**config.mk**
```make
export PLATFORM = sky130hd
export DESIGN_NAME = video_line_seq
export DESIGN_NICKNAME = d
export VERILOG_FILES = /design/src/rtl/vls_pkg.sv /design/src/rtl/vls_line_divider.sv /design/src/rtl/vls_line_counter.sv /design/src/rtl/vls_audio_pacer.sv /design/src/rtl/video_line_seq.sv
export SDC_FILE = /design/constraint.sdc
export NUM_CORES = 1
export LEC_CHECK = 0
export BUFFER_PORTS_ARGS = -buffer_cell sky130_fd_sc_hd__buf_2
export CORE_MARGIN = 3
export CORE_UTILIZATION = 55
export DETAILED_ROUTE_END_ITERATION = 8
export PLACE_DENSITY = 0.75
export SYNTH_ARGS = -nofsm -noshare
export SYNTH_HDL_FRONTEND = slang
export SYNTH_SLANG_ARGS = --single-unit
```
**constraint.sdc**
```tcl
create_clock -name clk -period 4.25 [get_ports clk]
set_input_delay 0.85 -clock clk [delete_from_list [all_inputs] [get_ports clk]]
set_output_delay 0.85 -clock clk [all_outputs]
set_load 0.01 [all_outputs]
```
**src/rtl/vls_pkg.sv**
```systemverilog
package vls_pkg;
  typedef enum logic {
    RGN_60HZ = 1'b0,
    RGN_50HZ = 1'b1
  } region_e;
endpackage

```
**src/rtl/vls_line_divider.sv**
```systemverilog
module vls_line_divider #(
  parameter int PERIOD_W = 16
) (
  input  logic                clk,
  input  logic                rst_n,
  input  logic                run_i,
  input  logic [PERIOD_W-1:0] period_i,
  output logic                tick_o
);
  logic [PERIOD_W-1:0] phase_q, phase_d, last_c;
  logic                phase_en;

  always_comb begin
    last_c   = (period_i == '0) ? '0 : period_i - 1'b1;
    tick_o   = run_i && (phase_q == last_c);
    phase_en = 1'b1;
    if (!run_i || tick_o) phase_d = '0;
    else                  phase_d = phase_q + 1'b1;
  end

  always_ff @(posedge clk or negedge rst_n) begin
    if (!rst_n)        phase_q <= '0;
    else if (phase_en) phase_q <= phase_d;
  end
endmodule

```
**src/rtl/vls_line_counter.sv**
```systemverilog
module vls_line_counter #(
  parameter int LINE_W = 9
) (
  input  logic              clk,
  input  logic              rst_n,
  input  logic              tick_i,
  input  logic [LINE_W-1:0] total_i,
  input  logic [LINE_W-1:0] vbl_i,
  output logic [LINE_W-1:0] line_o,
  output logic              wrap_o,
  output logic              vbl_stb_o,
  output logic              frame_stb_o
);
  logic [LINE_W-1:0] line_q, line_d, nxt_c;
  logic              vbl_d;

  always_comb begin
    nxt_c  = line_q + 1'b1;
    wrap_o = tick_i && (nxt_c == total_i);
    line_d = wrap_o ? '0 : nxt_c;
    vbl_d  = tick_i && !wrap_o && (nxt_c == vbl_i);
  end

  always_ff @(posedge clk or negedge rst_n) begin
    if (!rst_n) begin
      line_q      <= '0;
      vbl_stb_o   <= 1'b0;
      frame_stb_o <= 1'b0;
    end else begin
      if (tick_i) line_q <= line_d;
      vbl_stb_o   <= vbl_d;
      frame_stb_o <= wrap_o;
    end
  end

  assign line_o = line_q;
endmodule

```
**src/rtl/vls_audio_pacer.sv**
```systemverilog
module vls_audio_pacer #(
  parameter int AUDIO_LINES = 32
) (
  input  logic clk,
  input  logic rst_n,
  input  logic tick_i,
  output logic audio_stb_o
);
  localparam int ACC_W = (AUDIO_LINES > 1) ? $clog2(AUDIO_LINES) : 1;
  localparam logic [ACC_W-1:0] ACC_LAST = ACC_W'(AUDIO_LINES - 1);

  logic [ACC_W-1:0] acc_q, acc_d;
  logic             hit_c;

  always_comb begin
    hit_c = tick_i && (acc_q == ACC_LAST);
    acc_d = hit_c ? '0 : acc_q + 1'b1;
  end

  always_ff @(posedge clk or negedge rst_n) begin
    if (!rst_n) begin
      acc_q       <= '0;
      audio_stb_o <= 1'b0;
    end else begin
      if (tick_i) acc_q <= acc_d;
      audio_stb_o <= hit_c;
    end
  end
endmodule

```
**src/rtl/video_line_seq.sv**
```systemverilog
module video_line_seq
  import vls_pkg::*;
#(
  parameter int PERIOD_W    = 16,
  parameter int LINES_60    = 263,
  parameter int LINES_50    = 313,
  parameter int VBL_60      = 240,
  parameter int VBL_50      = 256,
  parameter int AUDIO_LINES = 32,
  localparam int LINE_W     = $clog2(((LINES_50 > LINES_60) ? LINES_50 : LINES_60) + 1)
) (
  input  logic                clk,
  input  logic                rst_n,
  input  logic                region_i,
  input  logic [PERIOD_W-1:0] line_period_i,
  output logic                hsync_tick_o,
  output logic                vblank_start_o,
  output logic                frame_irq_o,
  output logic                frame_done_o,
  output logic                audio_upd_o,
  output logic [LINE_W-1:0]   line_o
);
  logic                load_pend_q;
  logic [PERIOD_W-1:0] period_q;
  region_e             region_q;
  logic                tick_c, wrap_c, cfg_load, hsync_q, frame_stb;
  logic [LINE_W-1:0]   total_c, vbl_c;

  always_comb begin
    total_c  = (region_q == RGN_50HZ) ? LINE_W'(LINES_50) : LINE_W'(LINES_60);
    vbl_c    = (region_q == RGN_50HZ) ? LINE_W'(VBL_50)   : LINE_W'(VBL_60);
    cfg_load = load_pend_q || wrap_c;
  end

  always_ff @(posedge clk or negedge rst_n) begin
    if (!rst_n) begin
      load_pend_q <= 1'b1;
      period_q    <= '0;
      region_q    <= RGN_60HZ;
      hsync_q     <= 1'b0;
    end else begin
      load_pend_q <= 1'b0;
      hsync_q     <= tick_c;
      if (cfg_load) begin
        period_q <= line_period_i;
        region_q <= region_e'(region_i);
      end
    end
  end

  vls_line_divider #(.PERIOD_W(PERIOD_W)) u_div (
    .clk      (clk),
    .rst_n    (rst_n),
    .run_i    (!load_pend_q),
    .period_i (period_q),
    .tick_o   (tick_c)
  );

  vls_line_counter #(.LINE_W(LINE_W)) u_lines (
    .clk         (clk),
    .rst_n       (rst_n),
    .tick_i      (tick_c),
    .total_i     (total_c),
    .vbl_i       (vbl_c),
    .line_o      (line_o),
    .wrap_o      (wrap_c),
    .vbl_stb_o   (vblank_start_o),
    .frame_stb_o (frame_stb)
  );

  vls_audio_pacer #(.AUDIO_LINES(AUDIO_LINES)) u_audio (
    .clk         (clk),
    .rst_n       (rst_n),
    .tick_i      (tick_c),
    .audio_stb_o (audio_upd_o)
  );

  assign hsync_tick_o = hsync_q;
  assign frame_irq_o  = frame_stb;
  assign frame_done_o = frame_stb;
endmodule

```
==> results.md <==
- Endpoints failing hold: 0
- Sequential area share after synthesis: 0.358
- Post-Syn Area: 3630 um2
- Vias: 3166
- Hold Path Sink: u_audio.acc_q[4]
- Setup TNS: 0 ns
- NumNets Final: 435
- Core area: 6170 um2
- Die Ht: 87.3 um
- Met2 Use GR: 0.377
- Distinct cells, synth: 72
- Area Growth Syn to Fin: 7.37%
- Top FF cell, synth: dfrtp_1
- Tot Pwr: 0.00107 W
- Buffers on Ports: 32
- Leak: 1.68 nW
- Max Cap Viol: 0
- Avg Cell Area, Syn: 9.22 um2
- Post-synthesis mux area share: 0.0744
- Row count: 28
- Post-layout minimum cycle time: 3.70 ns
- Ant diodes: 0
- Worst EP required: 4.46 ns
- Synth Area in Compound Gates: 0.123
- # hold bufs at CTS: 0
- Gr busiest metal: met2
- Syn. warnings: 0
- Critical Path Fanout Max: 12
- Post-Synthesis Cells: 394
- FF-to-FF setup slack: 0.55 ns
- Yosys reg bits: 52
- Antenna violations before repair: 0
- Clk root buf: clkbuf_8
- Commonest non-fill, non-tap cells in the layout: dfrtp_1 (51), buf_2 (32), nor2_1 (28)
- FF-to-FF Start: period_q[0]
- Hpwl dp: 6.57 mm
- Global Route Usage Sum: 0.239
- Global Route met3 Usage: 0.0596
- Largest family of logic cells by synthesized area: simple AND/OR/NAND/NOR gates
- Post-synth EDFFs: 0
- Pre-antenna DRT Iters: 6
- Ys async rst share: 1.00
- Final Max Tran Viols: 0
- Reg clk slew, reported paths: 0.10 ns
- Critical Path AT: 3.91 ns
- Die area: 7620 um2
- Syn nets: 419
- Vias in the first global route: 2973
- M1 GR Usage: 0.328
- H-tree depth: 2
- DR vias/cell: 6.51
- Die width: 87.3 um
- Max_slew headroom: 0.548
- Util after Layout: 0.633
- Clk sink count: 52
- TritonCTS Buffers: 5
- Simple-Gate Fraction of Synth Area: 0.290
- Post-layout instance area: 3900 um2
- Period utilisation layout: 0.872
- First-pass GRT wire length: 14.2 mm
- Worst reg2reg path endpoint: period_q[15]
- HP Start: u_audio.acc_q[4]
- Worst vdd ir: 0.231 mV
- Pwr/cell area: 273 nW/um2
- Leading cell type in the layout, fill and taps excluded: dfrtp_1
- Peak Freq: 0.270 GHz
- Synth Area in XOR/XNOR: 0.0809
- WHS: 0.516 ns
- DR WL/cell: 18.3 um
- Skew final: 0.0133 ns
- Largest net degree at the start of global routing: 28
- Initial core utilization: 0.589
- Worst-skew pair later-pin latency: 0.32 ns
- Ports: 33
- # resized after CTS: 0
- Count of final setup violators: 0
- Total grt overflow: 0
- DP Area: 3790 um2
- R2R depth: 11
- DRT iter0 DRCs: 275
- HP Class: flop to flop
- Setup repair bufs after CTS: 0
- Hold Path Stages: 2
- Startpoint types: flop
- CP Capture Type: flop
- Final WL: 8.87 mm
- Crit Path Class: flop to flop
- Maximum buffer depth of the clock tree: 2
- RSZ-0062 raised after global routing: false
- Post-route ant nets: 0
- Synth Area in Adders: 0.0207
- CTS tree: built
- # DRC: 0
- Worst Max-Slew Pin Slew: 0.673 ns
- Final GP Congestion: 1.01
- Layout cells sized above 1: 0.182
- Status: finished clean
## synth_stat cells, drive strengths merged (6+ instances only)
cell,count,area [um2]
dfrtp,51,1280
nor2,28,105
nor3,27,140
nand2,23,86.3
nand3,22,110
o21ai,21,105
mux2,18,240
clkbuf,16,60.1
nor4,16,143
xor2,16,140
xnor2,15,131
buf,13,82.6
inv,12,45.0
and3,10,62.6
nand4,8,50.1
or4,8,63.8
ha,6,75.1
nor2b,6,37.5
## critical path, stage by stage, from the launching register on
cell and delay [ns]:
dfrtp_1 0.45, inv_1 0.10, ha_1 0.21, nor3b_1 0.55, nand4_1 0.39, and4_1 0.31
a211oi_2 0.43, nor2_1 0.08, nand4_1 0.11, o21a_1 0.30, buf_4 0.31, mux2_2 0.36
## flip-flops by register name, indices dropped and copies added, names as in the netlist
signal and count:
period_q 16, load_pend_q 1, hsync_tick_o 1, u_audio.acc_q 5
u_lines.frame_stb_o 1, u_lines.line_o 9, u_lines.vbl_stb_o 1, region_q 1
u_audio.audio_stb_o 1, u_div.phase_q 16
## where the power goes
part	internal (W)	switching [W]	total (W)
Sequential	0.000514	0.0000480	0.000561
Clock	0.000178	0.000173	0.000351
Combinational	0.0000733	0.0000800	0.000153
## through the flow
step                instances  setup WS (ns)
floorplan                 394           1.15
global placement          478          0.716
detailed placement        478          0.592
CTS                       486          0.574
global route              486          0.247
finish                    486          0.546
## layer usage
| metal | routed length (um) | part of all wire |
|---|---|---|
| met5 | 0 | 0 |
| met4 | 147 | 0.017 |
| met3 | 607 | 0.068 |
| met2 | 4190 | 0.47 |
| met1 | 3930 | 0.44 |
## layout make-up
type / instances / area, um2
inverter: 12 / 45.0
timing repair buffer: 38 / 205
sequential: 52 / 1300
clock buffer: 6 / 72.6
tap: 75 / 93.8
clock inverter: 2 / 38.8
fill: 525 / 2260
multi-input combinational: 301 / 2140
## cells by family after synthesis
group           count (synthesis)
buf+inv                        41
mux                            21
fa+ha+maj                       6
compound gates                 63
other cells                     1
simple gates                  178
flops                          52
xor+xnor                       32
## worst max path at each step
stage                           start            to  slack (ns)  depth (start not counted)
global placement          period_q[0]   period_q[4]        0.72                         11
finish                    period_q[0]  period_q[15]        0.55                         11
global route              period_q[0]   period_q[4]        0.25                         11
floorplan           u_lines.line_o[0]  period_q[10]        1.15                         12
detailed placement        period_q[0]   period_q[4]        0.59                         11
CTS                       period_q[0]   period_q[4]        0.57                         11
(Power assumes the default switching activity.)
